**config.mk**
```make
export PLATFORM = sky130hd
export DESIGN_NAME = i2c_reg_target
export DESIGN_NICKNAME = d
export VERILOG_FILES = /design/src/rtl/i2c_tgt_pkg.sv /design/src/rtl/i2c_tgt_sync.sv /design/src/rtl/i2c_tgt_regbank.sv /design/src/rtl/i2c_tgt_fsm.sv /design/src/rtl/i2c_reg_target.sv
export SDC_FILE = /design/constraint.sdc
export NUM_CORES = 1
export LEC_CHECK = 0
export BUFFER_PORTS_ARGS = -buffer_cell sky130_fd_sc_hd__buf_4
export CELL_PAD_IN_SITES_DETAIL_PLACEMENT = 1
export CELL_PAD_IN_SITES_GLOBAL_PLACEMENT = 1
export CORE_ASPECT_RATIO = 0.5
export CORE_UTILIZATION = 37
export CTS_BUF_LIST = sky130_fd_sc_hd__clkbuf_16
export CTS_CLUSTER_DIAMETER = 200
export CTS_CLUSTER_SIZE = 28
export DETAILED_ROUTE_END_ITERATION = 12
export PLACE_DENSITY = 0.78
export SETUP_SLACK_MARGIN = 0.1
export SYNTH_ARGS = -nofsm -noshare
export SYNTH_HDL_FRONTEND = slang
export SYNTH_SLANG_ARGS = --single-unit
```
**constraint.sdc**
```tcl
create_clock -name clk -period 5.37 [get_ports clk]
set_clock_uncertainty 0.1 [all_clocks]
set_input_delay 0.537 -clock clk [delete_from_list [all_inputs] [get_ports clk]]
set_output_delay 0.537 -clock clk [all_outputs]
set_load 0.05 [all_outputs]
```
**src/rtl/i2c_tgt_pkg.sv**
```systemverilog
package i2c_tgt_pkg;

    localparam int BYTE_BITS = 8;

    typedef enum logic [3:0] {
        ST_IDLE,
        ST_ADDR,
        ST_ADDR_ACK,
        ST_SUB,
        ST_SUB_ACK,
        ST_WDATA,
        ST_WDATA_ACK,
        ST_RDATA,
        ST_RACK,
        ST_IGNORE
    } tgt_state_t;

endpackage

```
**src/rtl/i2c_tgt_sync.sv**
```systemverilog
module i2c_tgt_sync (
    input  logic clk,
    input  logic rst_n,
    input  logic scl_i,
    input  logic sda_i,
    output logic scl_s,
    output logic sda_s,
    output logic scl_rise,
    output logic scl_fall,
    output logic start_det,
    output logic stop_det
);
    // [0] metastability stage, [1] synchronized, [2] one cycle older
    logic [2:0] scl_pipe;
    logic [2:0] sda_pipe;

    always_ff @(posedge clk or negedge rst_n) begin
        if (!rst_n) begin
            scl_pipe <= 3'b111;
            sda_pipe <= 3'b111;
        end else begin
            scl_pipe <= {scl_pipe[1:0], scl_i};
            sda_pipe <= {sda_pipe[1:0], sda_i};
        end
    end

    assign scl_s     = scl_pipe[1];
    assign sda_s     = sda_pipe[1];
    assign scl_rise  = scl_pipe[1] & ~scl_pipe[2];
    assign scl_fall  = ~scl_pipe[1] & scl_pipe[2];
    assign start_det = scl_pipe[1] & scl_pipe[2] & sda_pipe[2] & ~sda_pipe[1];
    assign stop_det  = scl_pipe[1] & scl_pipe[2] & ~sda_pipe[2] & sda_pipe[1];

endmodule

```
**src/rtl/i2c_tgt_regbank.sv**
```systemverilog
module i2c_tgt_regbank #(
    parameter int                      NUM_CTRL   = 3,
    parameter int                      NUM_STAT   = 2,
    parameter logic [NUM_CTRL*8-1:0]   CTRL_RESET = 24'h3C_05_0A
) (
    input  logic                  clk,
    input  logic                  rst_n,
    input  logic                  supply_ok,
    input  logic                  wr_en,
    input  logic [7:0]            wr_idx,
    input  logic [7:0]            wr_data,
    input  logic [7:0]            rd_idx,
    output logic [7:0]            rd_data,
    input  logic [NUM_STAT*8-1:0] status_i,
    output logic [NUM_CTRL*8-1:0] ctrl_o
);
    localparam int NUM_REGS = NUM_CTRL + NUM_STAT;

    logic bank_rst_n;
    assign bank_rst_n = rst_n & supply_ok;

    for (genvar g = 0; g < NUM_CTRL; g++) begin : g_ctrl
        logic [7:0] q;
        always_ff @(posedge clk or negedge bank_rst_n) begin
            if (!bank_rst_n) begin
                q <= CTRL_RESET[g*8 +: 8];
            end else if (wr_en && wr_idx == 8'(g)) begin
                q <= wr_data;
            end
        end
        assign ctrl_o[g*8 +: 8] = q;
    end

    always_comb begin
        rd_data = 8'h00;
        for (int i = 0; i < NUM_CTRL; i++) begin
            if (rd_idx == 8'(i)) rd_data = ctrl_o[i*8 +: 8];
        end
        for (int j = 0; j < NUM_STAT; j++) begin
            if (rd_idx == 8'(NUM_CTRL + j)) rd_data = status_i[j*8 +: 8];
        end
        if (rd_idx >= 8'(NUM_REGS)) rd_data = 8'h00;
    end

    // defaults held while the supply is not valid
    a_r8_supply_default: assert property (@(posedge clk) disable iff (!rst_n)
        !supply_ok |-> (ctrl_o == CTRL_RESET));

endmodule

```
**src/rtl/i2c_tgt_fsm.sv**
```systemverilog
module i2c_tgt_fsm
    import i2c_tgt_pkg::*;
#(
    parameter logic [6:0] DEV_ADDR = 7'h14,
    parameter int         NUM_REGS = 5
) (
    input  logic       clk,
    input  logic       rst_n,
    input  logic       scl_s,
    input  logic       sda_s,
    input  logic       scl_rise,
    input  logic       scl_fall,
    input  logic       start_det,
    input  logic       stop_det,
    input  logic [7:0] rd_data,
    output logic [7:0] ptr,
    output logic       wr_en,
    output logic [7:0] wr_data,
    output logic       sda_oe
);
    localparam int         CNT_W    = $clog2(BYTE_BITS + 1);
    localparam logic [7:0] REG_END  = 8'(NUM_REGS);

    tgt_state_t        state, nxt;
    logic [CNT_W-1:0]  bitcnt;
    logic [7:0]        shreg;
    logic [7:0]        tx_q;
    logic              is_read;
    logic              host_ack;
    logic              byte_done;
    logic              ptr_ok;
    logic              addr_hit;
    logic [7:0]        ptr_inc;

    assign byte_done = (bitcnt == CNT_W'(BYTE_BITS));
    assign ptr_ok    = (ptr < REG_END);
    assign addr_hit  = (shreg[7:1] == DEV_ADDR);
    assign ptr_inc   = ptr_ok ? ptr + 8'd1 : ptr;
    assign wr_data   = shreg;

    // next-state logic
    always_comb begin
        nxt = state;
        if (stop_det) begin
            nxt = ST_IDLE;
        end else if (start_det) begin
            nxt = ST_ADDR;
        end else if (scl_fall) begin
            unique case (state)
                ST_ADDR:      if (byte_done) nxt = addr_hit ? ST_ADDR_ACK : ST_IGNORE;
                ST_ADDR_ACK:  nxt = is_read ? ST_RDATA : ST_SUB;
                ST_SUB:       if (byte_done) nxt = (shreg < REG_END) ? ST_SUB_ACK : ST_IGNORE;
                ST_SUB_ACK:   nxt = ST_WDATA;
                ST_WDATA:     if (byte_done) nxt = ptr_ok ? ST_WDATA_ACK : ST_IGNORE;
                ST_WDATA_ACK: nxt = ST_WDATA;
                ST_RDATA:     if (byte_done) nxt = ST_RACK;
                ST_RACK:      nxt = host_ack ? ST_RDATA : ST_IGNORE;
                default:      nxt = state;
            endcase
        end
    end

    // state register
    always_ff @(posedge clk or negedge rst_n) begin
        if (!rst_n) state <= ST_IDLE;
        else        state <= nxt;
    end

    // byte datapath: shifters, bit counter, pointer
    always_ff @(posedge clk or negedge rst_n) begin
        if (!rst_n) begin
            bitcnt   <= '0;
            shreg    <= 8'h00;
            tx_q     <= 8'h00;
            is_read  <= 1'b0;
            host_ack <= 1'b0;
            ptr      <= 8'h00;
        end else if (start_det || stop_det) begin
            bitcnt <= '0;
        end else begin
            unique case (state)
                ST_ADDR, ST_SUB, ST_WDATA: begin
                    if (scl_rise && !byte_done) begin
                        shreg  <= {shreg[6:0], sda_s};
                        bitcnt <= bitcnt + 1'b1;
                    end
                    if (scl_fall && byte_done) begin
                        if (state == ST_ADDR) is_read <= shreg[0];
                        if (state == ST_SUB && shreg < REG_END) ptr <= shreg;
                        if (state == ST_WDATA && ptr_ok) ptr <= ptr + 8'd1;
                    end
                end
                ST_ADDR_ACK, ST_SUB_ACK, ST_WDATA_ACK: begin
                    if (scl_fall) begin
                        bitcnt <= '0;
                        if (state == ST_ADDR_ACK && is_read) begin
                            tx_q <= rd_data;
                            ptr  <= ptr_inc;
                        end
                    end
                end
                ST_RDATA: begin
                    if (scl_rise) bitcnt <= bitcnt + 1'b1;
                    if (scl_fall && !byte_done) tx_q <= {tx_q[6:0], 1'b0};
                end
                ST_RACK: begin
                    if (scl_rise) host_ack <= ~sda_s;
                    if (scl_fall && host_ack) begin
                        bitcnt <= '0;
                        tx_q   <= rd_data;
                        ptr    <= ptr_inc;
                    end
                end
                default: ;
            endcase
        end
    end

    // outputs
    always_comb begin
        sda_oe = 1'b0;
        wr_en  = 1'b0;
        unique case (state)
            ST_ADDR_ACK, ST_SUB_ACK, ST_WDATA_ACK: sda_oe = 1'b1;
            ST_RDATA: sda_oe = ~tx_q[7];
            ST_WDATA: wr_en = scl_fall && byte_done && ptr_ok;
            default: ;
        endcase
    end

    // a non-participating target leaves the line alone
    a_r5_ignore_released: assert property (@(posedge clk) disable iff (!rst_n)
        (state == ST_IGNORE || state == ST_IDLE) |-> !sda_oe);
    // START always restarts the address phase
    a_r9_start_to_addr: assert property (@(posedge clk) disable iff (!rst_n)
        start_det && !stop_det |=> (state == ST_ADDR && bitcnt == '0));
    // STOP always returns to idle
    a_r9_stop_to_idle: assert property (@(posedge clk) disable iff (!rst_n)
        stop_det |=> (state == ST_IDLE));
    // the driver only moves while SCL is low
    a_r10_oe_steady_high: assert property (@(posedge clk) disable iff (!rst_n)
        (scl_s && $past(scl_s)) |-> $stable(sda_oe));
    // a data phase never starts beyond the bank end
    a_r2_ptr_bound: assert property (@(posedge clk) disable iff (!rst_n)
        (state == ST_WDATA || state == ST_WDATA_ACK) |-> (ptr <= REG_END));

endmodule

```
**src/rtl/i2c_reg_target.sv**
```systemverilog
module i2c_reg_target #(
    parameter logic [6:0]            DEV_ADDR   = 7'h14,
    parameter int                    NUM_CTRL   = 3,
    parameter int                    NUM_STAT   = 2,
    parameter logic [NUM_CTRL*8-1:0] CTRL_RESET = 24'h3C_05_0A
) (
    input  logic                  clk,
    input  logic                  rst_n,
    input  logic                  supply_ok,
    input  logic                  scl_i,
    input  logic                  sda_i,
    output logic                  sda_oe,
    input  logic [NUM_STAT*8-1:0] status_i,
    output logic [NUM_CTRL*8-1:0] ctrl_o
);
    localparam int NUM_REGS = NUM_CTRL + NUM_STAT;

    logic       scl_s, sda_s, scl_rise, scl_fall, start_det, stop_det;
    logic [7:0] ptr, rd_data, wr_data;
    logic       wr_en;

    i2c_tgt_sync u_sync (
        .clk       (clk),
        .rst_n     (rst_n),
        .scl_i     (scl_i),
        .sda_i     (sda_i),
        .scl_s     (scl_s),
        .sda_s     (sda_s),
        .scl_rise  (scl_rise),
        .scl_fall  (scl_fall),
        .start_det (start_det),
        .stop_det  (stop_det)
    );

    i2c_tgt_fsm #(
        .DEV_ADDR (DEV_ADDR),
        .NUM_REGS (NUM_REGS)
    ) u_fsm (
        .clk       (clk),
        .rst_n     (rst_n),
        .scl_s     (scl_s),
        .sda_s     (sda_s),
        .scl_rise  (scl_rise),
        .scl_fall  (scl_fall),
        .start_det (start_det),
        .stop_det  (stop_det),
        .rd_data   (rd_data),
        .ptr       (ptr),
        .wr_en     (wr_en),
        .wr_data   (wr_data),
        .sda_oe    (sda_oe)
    );

    i2c_tgt_regbank #(
        .NUM_CTRL   (NUM_CTRL),
        .NUM_STAT   (NUM_STAT),
        .CTRL_RESET (CTRL_RESET)
    ) u_bank (
        .clk       (clk),
        .rst_n     (rst_n),
        .supply_ok (supply_ok),
        .wr_en     (wr_en),
        .wr_idx    (ptr),
        .wr_data   (wr_data),
        .rd_idx    (ptr),
        .rd_data   (rd_data),
        .status_i  (status_i),
        .ctrl_o    (ctrl_o)
    );

endmodule

```
# After elaboration in Yosys (flattened, before gate mapping)
# Cells that the tools add are included.
dict set report word_totals {
  out_inout_bits 25
  regBits 64
  in_bits 21
}
dict set report classes {
  addsub 2
  magnitude_cmp 3
  bitwise_logic 14
  eq_ne 28
  muxes 40
  reduce_logical 29
}
# cell count
set ops {}
lappend ops {{8-bit two-way mux} 17}
lappend ops {{4-bit two-way mux} 16}
lappend ops {{8-bit one-hot mux with 3 select lines} 2}
lappend ops {{4-bit one-hot mux with 7 select lines} 1}
lappend ops {{4-bit by 3-bit == test with 1-bit output (second input constant)} 4}
lappend ops {{8-bit by 2-bit == test with 1-bit output (second input constant)} 2}
lappend ops {{8-bit by 3-bit < comparator with 1-bit output (second input constant)} 2}
lappend ops {{4-bit by 1-bit != test with 1-bit output (second input constant)} 4}
lappend ops {{4-bit one-hot mux with 4 select lines} 1}
lappend ops {{3-bit by 1-bit != test with 1-bit output (second input constant)} 5}
lappend ops {{6-bit AND reduction} 2}
lappend ops {{1-bit logical AND} 11}
lappend ops {{2-bit by 1-bit != test with 1-bit output (second input constant)} 5}
lappend ops {{3-bit nonzero test} 3}
lappend ops {{9-bit nonzero test} 1}
lappend ops {{8-bit by 1-bit adder with 8-bit output (second input constant)} 1}
lappend ops {{1-bit AND} 8}
lappend ops {{4-bit by 2-bit == test with 1-bit output (second input constant)} 2}
lappend ops {{4-bit == test (second input constant)} 2}
lappend ops {{8-bit by 1-bit == test with 1-bit output (second input constant)} 1}
lappend ops {{8-bit by 3-bit == test with 1-bit output (second input constant)} 1}
lappend ops {{8-bit by 3-bit greater-or-equal comparator with 1-bit output (second input constant)} 1}
lappend ops {{8-bit zero test} 1}
lappend ops {{7-bit by 5-bit == test with 1-bit output (second input constant)} 1}
lappend ops {{other kinds (15)} 22}

# Depth between registers and ports, before layout
dict set report depth {
  depth_word 10
  mapped_depth 9
}

# Cells and area by module
# A second synthesis with hierarchy kept.
dict set report unflattened {
  cells_unflattened 325
  area_unflattened_um2 3646.0
}
# module instances cells_each seq_area_each_um2 area_each_um2
set modules_own_cells {}
lappend modules_own_cells {i2c_tgt_fsm 1 205 850.8 2078.2}
lappend modules_own_cells {i2c_tgt_regbank 1 110 610.6 1377.6}
lappend modules_own_cells {i2c_tgt_sync 1 10 157.7 190.2}

# Worst setup path before layout
# Ideal clock, no wire load.
dict set report synth_path {
  kind {register -> register}
  startpoint {register u_sync.scl_pipe[2]}
  endpoint {register u_fsm.tx_q[0]}
  synth_period_minus_slack_ns 2.274
  setup_slack_ns 3.096
  arrival_ns 2.049
  required_time_ns 5.145
  setup_ns 0.125
  stages_incl_launch_ff 7
  cell_sequence {dfstp_2 -> nor2b_1 -> buf_2 -> a31oi_1 -> a221oi_2 -> a21boi_4 -> mux2_4}
}
dict set report synth_via {
  elab_chain_len 6
  elab_cells_between_ends 14
  classes_between {eq/ne: 3; bitwise: 7; reduce/logical: 4}
}
# element line
set synth_lines {}
lappend synth_lines {{start: declaration} i2c_tgt_sync.sv:14} ;# logic [2:0] scl_pipe;
lappend synth_lines {{start signal: assignment} i2c_tgt_sync.sv:22} ;# scl_pipe <= {scl_pipe[1:0], scl_i};
lappend synth_lines {{1-bit AND} {i2c_tgt_sync.sv:31, i2c_tgt_sync.sv:32}}
lappend synth_lines {{1-bit AND (on tied branches) (2 in a row)} {i2c_tgt_sync.sv:31, i2c_tgt_sync.sv:32}}
lappend synth_lines {{1-bit logical OR} i2c_tgt_fsm.sv:78} ;# end else if (start_det || stop_det) begin
lappend synth_lines {{1-bit inverter (no line)} -}
lappend synth_lines {{6-bit AND reduction (no line) (*)} -}
lappend synth_lines {{end signal: assignment} i2c_tgt_fsm.sv:97} ;# tx_q <= rd_data;
lappend synth_lines {{end signal: assignment} i2c_tgt_fsm.sv:104} ;# if (scl_fall && !byte_done) tx_q <= {tx_q[6:0], 1'b0};
lappend synth_lines {{end signal: assignment} i2c_tgt_fsm.sv:110} ;# tx_q <= rd_data;
lappend synth_lines {{end: declaration} i2c_tgt_fsm.sv:27} ;# logic [7:0] tx_q;
# Every way passes the cells marked *; elsewhere a longest branch is shown, timed or not.
# A chain may end at the register's enable or synchronous reset.

# Worst setup path in the final report
dict set report layout_path {
  startpoint {register u_sync.scl_pipe[2]}
  endpoint {register u_fsm.tx_q[5]}
}
# The elaborated chain is that of the path after synthesis.

==> flow_metrics.tcl <==
set metrics [dict create \
    synth-main-ff-cell "dfrtp_1" \
    cts_root_buffer "clkbuf_16" \
    cts_resized 0 \
    chipHeight_um 71.6 \
    slew_headroom 0.262 \
    period_needed_ns 2.86 \
    ys_seq_elements 64 \
    dp_hpwl_mm 7.32 \
    grt_use_total 0.223 \
    synth_edf_count 0 \
    setup_viol 0 \
    place_congestion 0.835 \
    htree_levels 3 \
    viasPerCell 5.65 \
    crit_type "flop to flop" \
    ff2ff_path_depth 5 \
    fmax_mhz 350 \
    critPathArrivalTime_ns 2.98 \
    post-route-util 0.472 \
    syn2layout_area_growth_pct 19.1 \
    diodes 0 \
    dieWidth_um 141 \
    fin_tns_setup_ns 0 \
    dr.pass1.iters 4 \
    ctsLongestPathBuffers 2 \
    power_density_nw_per_um2 358 \
    cp_max_fo 9 \
    power_leakage_nw 1.85 \
    endpoint_kind "flop" \
    grt_pass1_vias 3093 \
    synth.distinct_cells 61 \
    post-route-period-util 0.532 \
    finalMaxSlewViolations 0 \
    syn_avg_cell_area_sq_um 10.6 \
    syn-cell-area_sq_um 3580 \
    grt_start_max_net_pins 42 \
    finalHoldViolCount 0 \
    worst_pin_slew_ns 1.11 \
    min_path_type "input port to asynchronous set/reset pin" \
    initial_core_util 0.397 \
    clkSinkCount 64 \
    die_area_sq_um 10100 \
    insertion_delay_ns 0.34 \
    grt_pass1_wl_mm 16.9 \
    cts_tree "built" \
    status "finished clean" \
    synthArstFlopShare 1.00 \
    drt_wl_total_mm 10.2 \
    start_kind "flop" \
    vias 2895 \
    required_ns 5.49 \
    fin_nets 405 \
    syn-num-nets 367 \
    core_area_sq_um 9040 \
    clkSlewWorstSetupHoldPaths_ns 0.06 \
    syn_inst 339 \
    rsz0062_at_grt "false" \
    wl_per_cell_um 20.0 \
    numPortBuffers 45 \
    dr.first_iter.drc_count 175 \
    drv_cap 0 \
    yosys_warnings 0 \
    grt_antenna_before_repair 0 \
    ctsHoldBuffers 0 \
    yosysSeqAreaShare 0.452 \
    peakVddDrop_uv 151 \
    drc 0 \
    cts_setup_buffers 0 \
    rows 24 \
    grt-ovfl-total 0 \
    drive_gt1_frac 0.330 \
    ios 46 \
    ant_nets 0 \
    cts_buffers 9 \
]
## worst max-delay path, cell delays in order (launching register included)
cell and delay (ns):
dfstp_2 0.55, nor2b_1 0.49, a31oi_1 0.20, a221oi_2 0.55
a21boi_4 0.51, mux2_4 0.34
## power by group
part,internal [W],switching (W)
registers,0.000538,0.000103
clock network,0.000352,0.000216
logic,0.000137,0.000184
## state kept, by name (all words and copies together), names as in the netlist
name,cells
u_bank.g_ctrl.q,24
u_fsm.bitcnt,4
u_fsm.host_ack,1
u_fsm.is_read,1
u_fsm.ptr,8
u_fsm.state,4
u_fsm.tx_q,8
u_fsm.wr_data,8
u_sync.scl_pipe,3
u_sync.sda_pipe,3
## synth_stat cells, types with 3 or more instances
cell / number / share of area
nand2_1: 38 / 0.040
o31ai_1: 4 / 0.0084
buf_4: 3 / 0.0063
clkbuf_1: 9 / 0.0094
or4_1: 3 / 0.0063
buf_2: 4 / 0.0056
mux2_2: 32 / 0.10
ha_1: 7 / 0.024
mux2_4: 8 / 0.034
nand3_1: 4 / 0.0056
nor2b_1: 11 / 0.019
inv_1: 10 / 0.010
a32oi_1: 7 / 0.017
or2_2: 3 / 0.0052
a21oi_1: 16 / 0.022
dfstp_2: 14 / 0.10
dfrtp_1: 50 / 0.35
o21ai_0: 26 / 0.036
and2_1: 7 / 0.012
or3_1: 4 / 0.0070
nor2_1: 13 / 0.014
o211ai_1: 11 / 0.023
a31oi_1: 3 / 0.0052
nand2b_1: 3 / 0.0052
## per-layer routing
layer	vias to the layer above	global-route usage	wire length, um
met4	0	0.0857	159
met3	13	0.0501	320
li1	1316	-	-
met2	62	0.377	5080
met1	1504	0.281	4660
met5	-	0	0
## metrics by stage
stage	setup WS [ns]	hold WS [ns]	std cells	cell area, sq um	power, W
4_1_cts	2.53	0.103	512	4270	0.00154
5_1_grt	2.29	0.108	512	4270	0.00160
2_1_floorplan	3.10	0.141	339	3580	0.000836
6_report	2.51	0.0779	512	4270	0.00153
3_5_place_dp	2.55	0.253	496	3990	0.000966
3_3_place_gp	2.69	0.245	496	3990	0.000937
## kinds of logic (layout without fill, tap and decap cells)
family / count (synthesis) / in the layout / share of synthesized area
muxes: 42 / 42 / 0.140
buffers and inverters: 29 / 72 / 0.0391
AOI/OAI and AO/OA: 92 / 92 / 0.180
adders and majority gates: 7 / 7 / 0.0244
DFF: 64 / 64 / 0.452
xor gates and xnor gates: 1 / 1 / 0.00244
and+or+nand+nor: 104 / 104 / 0.163
## final timing paths
kind,to,slack (ns),start
setup reg to reg,u_fsm.tx_q[5]$_DFFE_PN0P_,2.51,u_sync.scl_pipe[2]$_DFF_PN1_
setup / recovery,u_fsm.tx_q[5]$_DFFE_PN0P_,2.51,u_sync.scl_pipe[2]$_DFF_PN1_
max in group asynchronous,u_bank.g_ctrl[2].q[6]$_DFFE_PN0P_,3.62,rst_n
hold reg to reg,u_sync.scl_pipe[1]$_DFF_PN1_,0.26,u_sync.scl_pipe[0]$_DFF_PN1_
min in group clk,u_sync.sda_pipe[0]$_DFF_PN1_,0.21,sda_i
hold / removal,u_fsm.wr_data[4]$_DFFE_PN0P_,0.08,rst_n
## cells in the final DEF (no fill, tap or decap), drive strengths merged, types with 2 or more instances in the layout
| cell type | count |
|---|---|
| nand3b | 2 |
| nand3 | 4 |
| a221oi | 3 |
| clkbuf | 9 |
| mux2i | 2 |
| o211ai | 11 |
| nor2b | 11 |
| buf | 45 |
| a31oi | 3 |
| or4 | 3 |
| mux2 | 40 |
| o221ai | 2 |
| nor3 | 3 |
| a21o | 2 |
| o21ai | 26 |
| or4b | 2 |
| a21oi | 17 |
| nand2 | 38 |
| or2 | 3 |
| o2111ai | 2 |
| nor2 | 13 |
| and2 | 7 |
| o31ai | 4 |
| o21bai | 2 |
| a32oi | 7 |
| nor4 | 3 |
| and4bb | 2 |
| ha | 7 |
| nand2b | 3 |
| inv | 12 |
| a211o | 2 |
| clkinv | 4 |
| dfrtp | 50 |
| or3 | 4 |
| dfstp | 14 |
## layout make-up
type                       instances  area [sq um]
multi-input combinational        246          1830
fill                            1009          4770
clock inverter                     7          57.6
timing repair buffer              45           338
inverter                          11          41.3
sequential                        64          1620
clock buffer                       9           225
tap                              130           163
Power figures use the tool's default switching activity.
